--- src/rtl/cfgp_pkg.sv ---
package cfgp_pkg;
  localparam int unsigned DW    = 32;
  localparam int unsigned LANES = DW / 8;

  // Local register bus offsets
  localparam logic [7:0] OFS_CMD   = 8'h10;
  localparam logic [7:0] OFS_WDATA = 8'h14;
  localparam logic [7:0] OFS_RDATA = 8'h18;

  // Command word fields
  localparam int unsigned CMD_WR_BIT = 16;
  localparam int unsigned CMD_BE_LSB = 20;

  // Status flags inside the command/status dword
  localparam int unsigned STAT_TABT_BIT = 28;
  localparam int unsigned STAT_MABT_BIT = 29;
  localparam int unsigned STAT_LANE     = STAT_MABT_BIT / 8;
endpackage

--- src/rtl/cfgp_cmd_decode.sv ---
module cfgp_cmd_decode
  import cfgp_pkg::*;
#(
  parameter int unsigned BUS_AW = 8,
  parameter int unsigned IDX_W  = 6
) (
  input  logic              clk,
  input  logic              rst,
  input  logic              bus_wr_i,
  input  logic [BUS_AW-1:0] bus_addr_i,
  input  logic [IDX_W-1:0]  cmd_idx_i,
  input  logic              cmd_wr_i,
  input  logic [LANES-1:0]  cmd_be_n_i,
  output logic [IDX_W-1:0]  idx_o,
  output logic              wr_flag_o,
  output logic [LANES-1:0]  lane_en_o,
  output logic [DW-1:0]     cmd_word_o,
  output logic              commit_o,
  output logic              rd_pend_o
);
  logic [IDX_W-1:0] idx_q;
  logic             wr_q;
  logic [LANES-1:0] be_n_q;
  logic             rd_pend_q;
  logic             cmd_we;
  logic             data_we;

  assign cmd_we  = bus_wr_i && (bus_addr_i == BUS_AW'(OFS_CMD));
  assign data_we = bus_wr_i && (bus_addr_i == BUS_AW'(OFS_WDATA));

  always_ff @(posedge clk) begin
    if (rst) begin
      idx_q     <= '0;
      wr_q      <= 1'b0;
      be_n_q    <= '0;
      rd_pend_q <= 1'b0;
    end else begin
      rd_pend_q <= 1'b0;
      if (cmd_we) begin
        idx_q     <= cmd_idx_i;
        wr_q      <= cmd_wr_i;
        be_n_q    <= cmd_be_n_i;
        rd_pend_q <= !cmd_wr_i;
      end
    end
  end

  always_comb begin
    cmd_word_o                       = '0;
    cmd_word_o[IDX_W+1:2]            = idx_q;
    cmd_word_o[CMD_WR_BIT]           = wr_q;
    cmd_word_o[CMD_BE_LSB +: LANES]  = be_n_q;
  end

  assign idx_o     = idx_q;
  assign wr_flag_o = wr_q;
  assign lane_en_o = ~be_n_q;
  assign commit_o  = data_we && wr_q;
  assign rd_pend_o = rd_pend_q;
endmodule

--- src/rtl/cfgp_bar_bank.sv ---
module cfgp_bar_bank
  import cfgp_pkg::*;
#(
  parameter int unsigned IDX_W    = 6,
  parameter int unsigned NUM_BARS = 6,
  parameter int unsigned BASE_IDX = 4
) (
  input  logic             clk,
  input  logic             rst,
  input  logic             commit_i,
  input  logic [IDX_W-1:0] idx_i,
  input  logic [LANES-1:0] lane_en_i,
  input  logic [DW-1:0]    wdata_i,
  output logic             hit_o,
  output logic [DW-1:0]    rd_word_o
);
  logic [NUM_BARS-1:0] hits;
  logic [DW-1:0]       slice [NUM_BARS];

  for (genvar b = 0; b < NUM_BARS; b++) begin : g_bar
    localparam logic [IDX_W-1:0] MY_IDX = IDX_W'(BASE_IDX + b);
    logic [DW-1:0] q;

    always_ff @(posedge clk) begin
      if (rst) begin
        q <= '0;
      end else if (commit_i && (idx_i == MY_IDX)) begin
        for (int l = 0; l < LANES; l++) begin
          if (lane_en_i[l]) q[8*l +: 8] <= wdata_i[8*l +: 8];
        end
      end
    end

    assign hits[b]  = (idx_i == MY_IDX);
    assign slice[b] = hits[b] ? q : '0;
  end

  always_comb begin
    rd_word_o = '0;
    for (int b = 0; b < NUM_BARS; b++) rd_word_o = rd_word_o | slice[b];
  end

  assign hit_o = |hits;
endmodule

--- src/rtl/cfgp_ctrl_regs.sv ---
module cfgp_ctrl_regs
  import cfgp_pkg::*;
#(
  parameter int unsigned IDX_W       = 6,
  parameter int unsigned CMDSTAT_IDX = 1,
  parameter int unsigned TMO_IDX     = 16,
  parameter logic [7:0]  RETRY_RST   = 8'h80,
  parameter logic [7:0]  READY_RST   = 8'hFF
) (
  input  logic             clk,
  input  logic             rst,
  input  logic             commit_i,
  input  logic [IDX_W-1:0] idx_i,
  input  logic [1:0]       en_lo_i,
  input  logic             en_stat_i,
  input  logic [15:0]      wdata_lo_i,
  input  logic             wdata_mabt_i,
  input  logic             wdata_tabt_i,
  input  logic             mabort_i,
  input  logic             tabort_i,
  output logic [DW-1:0]    cs_word_o,
  output logic [DW-1:0]    tmo_word_o,
  output logic             stat_mabt_o
);
  logic [15:0] cmd_q;
  logic        mabt_q;
  logic        tabt_q;
  logic [7:0]  retry_q;
  logic [7:0]  ready_q;
  logic        hit_cs;
  logic        hit_tmo;
  logic        clr_mabt;
  logic        clr_tabt;

  assign hit_cs   = commit_i && (idx_i == IDX_W'(CMDSTAT_IDX));
  assign hit_tmo  = commit_i && (idx_i == IDX_W'(TMO_IDX));
  assign clr_mabt = hit_cs && en_stat_i && wdata_mabt_i;
  assign clr_tabt = hit_cs && en_stat_i && wdata_tabt_i;

  always_ff @(posedge clk) begin
    if (rst) begin
      cmd_q   <= '0;
      mabt_q  <= 1'b0;
      tabt_q  <= 1'b0;
      retry_q <= RETRY_RST;
      ready_q <= READY_RST;
    end else begin
      if (hit_cs && en_lo_i[0])  cmd_q[7:0]  <= wdata_lo_i[7:0];
      if (hit_cs && en_lo_i[1])  cmd_q[15:8] <= wdata_lo_i[15:8];
      if (hit_tmo && en_lo_i[0]) ready_q     <= wdata_lo_i[7:0];
      if (hit_tmo && en_lo_i[1]) retry_q     <= wdata_lo_i[15:8];
      // a new event outranks a clear in the same cycle
      mabt_q <= mabort_i || (mabt_q && !clr_mabt);
      tabt_q <= tabort_i || (tabt_q && !clr_tabt);
    end
  end

  always_comb begin
    cs_word_o                = '0;
    cs_word_o[15:0]          = cmd_q;
    cs_word_o[STAT_MABT_BIT] = mabt_q;
    cs_word_o[STAT_TABT_BIT] = tabt_q;
    tmo_word_o               = '0;
    tmo_word_o[15:8]         = retry_q;
    tmo_word_o[7:0]          = ready_q;
  end

  assign stat_mabt_o = mabt_q;
endmodule

--- src/rtl/cfgp_port.sv ---
module cfgp_port
  import cfgp_pkg::*;
#(
  parameter int unsigned BUS_AW       = 8,
  parameter int unsigned CFG_AW       = 8,
  parameter int unsigned NUM_BARS     = 6,
  parameter int unsigned BAR_BASE_IDX = 4,
  parameter int unsigned CMDSTAT_IDX  = 1,
  parameter int unsigned TMO_IDX      = 16,
  parameter logic [7:0]  RETRY_RST    = 8'h80,
  parameter logic [7:0]  READY_RST    = 8'hFF
) (
  input  logic              clk,
  input  logic              rst,
  input  logic              bus_wr_i,
  input  logic              bus_rd_i,
  input  logic [BUS_AW-1:0] bus_addr_i,
  input  logic [DW-1:0]     bus_wdata_i,
  output logic [DW-1:0]     bus_rdata_o,
  output logic              bus_rvalid_o,
  input  logic              mabort_i,
  input  logic              tabort_i
);
  localparam int unsigned IDX_W = CFG_AW - 2;

  logic [IDX_W-1:0] idx;
  logic             wr_flag;
  logic [LANES-1:0] lane_en;
  logic [DW-1:0]    cmd_word;
  logic             commit;
  logic             rd_pend;
  logic             bar_hit;
  logic [DW-1:0]    bar_word;
  logic [DW-1:0]    cs_word;
  logic [DW-1:0]    tmo_word;
  logic             stat_mabt;
  logic [DW-1:0]    cfg_rd_word;
  logic [DW-1:0]    rdata_q;

  cfgp_cmd_decode #(.BUS_AW(BUS_AW), .IDX_W(IDX_W)) u_dec (
    .clk        (clk),
    .rst        (rst),
    .bus_wr_i   (bus_wr_i),
    .bus_addr_i (bus_addr_i),
    .cmd_idx_i  (bus_wdata_i[IDX_W+1:2]),
    .cmd_wr_i   (bus_wdata_i[CMD_WR_BIT]),
    .cmd_be_n_i (bus_wdata_i[CMD_BE_LSB +: LANES]),
    .idx_o      (idx),
    .wr_flag_o  (wr_flag),
    .lane_en_o  (lane_en),
    .cmd_word_o (cmd_word),
    .commit_o   (commit),
    .rd_pend_o  (rd_pend)
  );

  cfgp_bar_bank #(.IDX_W(IDX_W), .NUM_BARS(NUM_BARS), .BASE_IDX(BAR_BASE_IDX)) u_bars (
    .clk       (clk),
    .rst       (rst),
    .commit_i  (commit),
    .idx_i     (idx),
    .lane_en_i (lane_en),
    .wdata_i   (bus_wdata_i),
    .hit_o     (bar_hit),
    .rd_word_o (bar_word)
  );

  cfgp_ctrl_regs #(
    .IDX_W(IDX_W), .CMDSTAT_IDX(CMDSTAT_IDX), .TMO_IDX(TMO_IDX),
    .RETRY_RST(RETRY_RST), .READY_RST(READY_RST)
  ) u_ctrl (
    .clk          (clk),
    .rst          (rst),
    .commit_i     (commit),
    .idx_i        (idx),
    .en_lo_i      (lane_en[1:0]),
    .en_stat_i    (lane_en[STAT_LANE]),
    .wdata_lo_i   (bus_wdata_i[15:0]),
    .wdata_mabt_i (bus_wdata_i[STAT_MABT_BIT]),
    .wdata_tabt_i (bus_wdata_i[STAT_TABT_BIT]),
    .mabort_i     (mabort_i),
    .tabort_i     (tabort_i),
    .cs_word_o    (cs_word),
    .tmo_word_o   (tmo_word),
    .stat_mabt_o  (stat_mabt)
  );

  always_comb begin
    if (bar_hit)                             cfg_rd_word = bar_word;
    else if (idx == IDX_W'(CMDSTAT_IDX))     cfg_rd_word = cs_word;
    else if (idx == IDX_W'(TMO_IDX))         cfg_rd_word = tmo_word;
    else                                     cfg_rd_word = '0;
  end

  always_ff @(posedge clk) begin
    if (rst) begin
      rdata_q      <= '0;
      bus_rdata_o  <= '0;
      bus_rvalid_o <= 1'b0;
    end else begin
      if (rd_pend) rdata_q <= cfg_rd_word;
      bus_rvalid_o <= bus_rd_i;
      if (bus_rd_i) begin
        if (bus_addr_i == BUS_AW'(OFS_CMD))        bus_rdata_o <= cmd_word;
        else if (bus_addr_i == BUS_AW'(OFS_RDATA)) bus_rdata_o <= rdata_q;
        else                                       bus_rdata_o <= '0;
      end
    end
  end
endmodule

--- config.mk ---
export PLATFORM = sky130hd
export DESIGN_NAME = cfgp_port
export DESIGN_NICKNAME = d
export VERILOG_FILES = /design/src/rtl/cfgp_pkg.sv /design/src/rtl/cfgp_cmd_decode.sv /design/src/rtl/cfgp_bar_bank.sv /design/src/rtl/cfgp_ctrl_regs.sv /design/src/rtl/cfgp_port.sv
export SDC_FILE = /design/constraint.sdc
export NUM_CORES = 1
export LEC_CHECK = 0
export BUFFER_PORTS_ARGS = -buffer_cell sky130_fd_sc_hd__buf_4
export CORE_ASPECT_RATIO = 0.8
export CORE_MARGIN = 2
export CORE_UTILIZATION = 60
export CTS_BUF_LIST = sky130_fd_sc_hd__clkbuf_4
export CTS_CLUSTER_DIAMETER = 150
export CTS_CLUSTER_SIZE = 24
export DETAILED_ROUTE_END_ITERATION = 6
export GPL_TIMING_DRIVEN = 0
export HOLD_SLACK_MARGIN = 0.1
export PLACE_DENSITY = 0.79
export SLEW_MARGIN = 20
export SYNTH_ARGS = -nofsm -noshare
export SYNTH_HDL_FRONTEND = slang
export SYNTH_HIERARCHICAL = 1
export SYNTH_SLANG_ARGS = --single-unit
--- constraint.sdc ---
create_clock -name clk -period 2.7 [get_ports clk]
set_input_delay 0.54 -clock clk [delete_from_list [all_inputs] [get_ports clk]]
set_output_delay 0.54 -clock clk [all_outputs]
set_load 0.02 [all_outputs]
==> results.md <==
- Largest net degree at the start of global routing: 25
- Max clock buf depth: 3
- Slew HR: around 44%
- Share of cells above drive strength 1: about 17%
- Detailed-route vias per instance: roughly 6.8
- Initial core utilization: 60.99%
- R2R setup slack: 20 ps
- Final setup vio count: 0
- Area leader, netlist: dfxtp_1
- Routability cong.: approximately 1.0
- CTS Root Cell: clkbuf_4
- CP Capture Type: flip-flop
- Vias: 15451
- Post-Syn Area: 0.01544 mm^2
- Required @ worst endpoint: about 3300 ps
- Overflow after GRT: 0
- Critical Path AT: approximately 3300 ps
- Top Ports: 79
- Dpl hpwl: ~39000 um
- Reg-to-reg startpoint: u_dec/idx_o[0]
- Synth Register Bits: a little over 300
- First DRT Iteration DRCs: 2159
- Worst path cell trace: buf_4 > buf_4 > buf_4 > mux4_2 > and2_0 > a221o_1 > o21ai_0 > o211ai_1
- Netlist cell types: 56
- Period utilization: 99.12%
- Count leader, synth: dfxtp_1
- Clock buffer count from CTS: 16
- Clk sinks: 303
- Clock Latency Late Sink: 740 ps
- Avg Cell Area, Syn: 8.780 um^2
- Area grow syn2layout: 12.38%
- Main synth FF type: dfxtp_1
- DRC Markers: 0
- Syn. warnings: 6
- First-pass GRT wire length: between 80000 and 90000 um
- Horiz. Die Dim: 183.3 um
- Final core occ: between 60 and 70%
- Reg2reg end: rdata_q[18]
- Vias in the first global route: 14434
- PortBufs: just under 80
- Final WL: 53820 um
- Sequential share of the synthesized area: 39.30%
- Leakage: 0.005893 uW
- CTS H-tree lvls: 1
- Async set-reset flop share out of synthesis: 0%
- Top post-synthesis cells by area: dfxtp_1, o21ai_0, a21oi_1
- Pre-antenna DRT Iters: 6
- Min cycle time layout: approximately 2700 ps
- Final Power: 6656 uW
- CP max stage delay: 430 ps
- CP Launch Type: flip-flop
- Post-layout worst setup margin: ~24 ps
- Critical-path maximum fanout: 11
- Slowest cell on crit path: dfxtp_1
- Setup WS pre-CTS: -951.1 ps
- CTS tree: built
- Top cells by count, synth: dfxtp_1, o21ai_0, a21oi_1
- Die span in y: 147.5 um
- Top cell type's share of synthesized area: 39.30%
- HP Start: bus_wdata_i[16]
- Power Dens Cells: 383.7 mW/mm^2
- Max Clock Freq: 373.7 MHz
- Num rows: 52
- Final hold vios: 0
- Maximum vdd drop: 450.3 uV
- Worst min path class: input pin to flip-flop
- Max-Cap Viols: 0
- Worst R2R Path Depth: 8
- GRT Util Overall: 38.90%
- Worst min-delay path endpoint: u_bars/g_bar[1].q[16]
- Synthesized instance count: 1758
- Final ANT Viol Nets: 0
- Status: finished clean
- Core area: approximately 0.025 mm^2
- Slew at the pin closest to its max-slew limit: 843.4 ps
- Antenna violations before repair: 1
- Clk slew on worst S/H paths: approximately 260 ps
- Hold Path Cell Cnt: 3
- Cell mode on critical path: buf_4
- WL per Instance: 23.64 um
- Crit path kind: flip-flop to flip-flop
- Slew Viols, Final: 0
- Post-synth EDFFs: 0
- Die area: 0.02703 mm^2
- Hold Worst Slack: between 100 and 150 ps
- Clock Skew: 41.56 ps
- Fin nets: 1997
report_power, final:
group          switching [uW]  internal (uW)  leakage (uW)
clock network            1380            302     0.0000843
registers                1.75           4490       0.00244
logic                     293            190       0.00337
total                    1670           4980       0.00589
state kept, by name, summed over array words and instances (netlist names), 4 cells and up:
register,cells
u_dec/idx_o,6
u_dec/be_n_q,4
bus_rdata_o,32
u_ctrl/cmd_q,16
u_ctrl/ready_q,8
rdata_q,32
u_ctrl/retry_q,8
u_bars/g_bar.q,192
timing repair:
action,CTS,global route
buffers inserted,3,16
hold buffers,27,2
gates cloned,0,0
pin swaps,4,11
hold endpoints to repair,73,2
resized for setup,42,30
setup endpoints to repair,107,89
per-layer routing:
layer	vias up	routed length, um	GRT usage, %
met5	-	0	0
met4	0	2137	14.12
met3	156	7406	8.426
met2	1099	22200	56.52
met1	7375	22070	56.85
li1	6821	-	-
critical path, delay by kind of cell (launching register included):
kind / cells / cell delay, ps
buffers and inverters: 3 / 780
DFF: 1 / 430
and+or+nand+nor: 1 / 210
muxes: 1 / 380
AOI/OAI and AO/OA: 3 / 800
worst max path at each step:
stage	slack, ps	to	startpoint
after detailed placement	-950	u_bars/g_bar[3].q[4]	bus_addr_i[7]
after floorplan	180	u_bars/g_bar[1].q[31]	bus_addr_i[1]
after global routing	-10	rdata_q[18]	u_dec/idx_o[0]
after global placement	-910	u_bars/g_bar[1].q[8]	bus_addr_i[7]
after CTS	-10	rdata_q[10]	u_dec/idx_o[3]
final	20	rdata_q[18]	u_dec/idx_o[0]
cells in the final DEF, fill, tap and decap left out, types with 48 or more instances in the layout:
master | synthesis | final
a21oi_1 | 195 | 195
conb_1 | 2 | 51
nand2b_1 | 57 | 57
dfxtp_1 | 303 | 301
clkbuf_1 | 112 | 99
o21ai_0 | 213 | 202
mux2i_1 | 58 | 58
nand2_1 | 48 | 48
nor2_1 | 53 | 52
buf_2 | 50 | 48
buf_4 | 70 | 168
nand3_1 | 130 | 130
nand4_1 | 60 | 60
kinds of logic (layout without fill, tap and decap cells):
logic type / Yosys count / count (layout) / share of synthesized area [%]
other cells: 2 / 52 / 0.04865
mux: 120 / 120 / 10.47
buf+inv: 267 / 411 / 8.989
flops: 303 / 303 / 39.30
simple gates: 475 / 475 / 18.76
compound gates: 591 / 591 / 22.44
cell type report:
class / count / area [um^2]
clock buffer: 17 / 127.6
timing repair buffer: 126 / 1031
fill: 2118 / 7963
inverter: 10 / 40.04
buffer: 257 / 1431
tap: 324 / 405.4
sequential: 303 / 6068
clock inverter: 1 / 11.26
antenna: 1 / 2.502
multi-input combinational: 1237 / 8229
metrics by stage:
step	instances	setup TNS, ps	cell area, um^2
6_report	2276	0	17350
5_1_grt	2276	-11.08	17350
4_1_cts	2257	-20.31	17130
3_5_place_dp	2209	-146990	16610
3_3_place_gp	2209	-140240	16610
2_1_floorplan	1807	0	15620
Note: power is estimated with default switching activity, not from simulation.
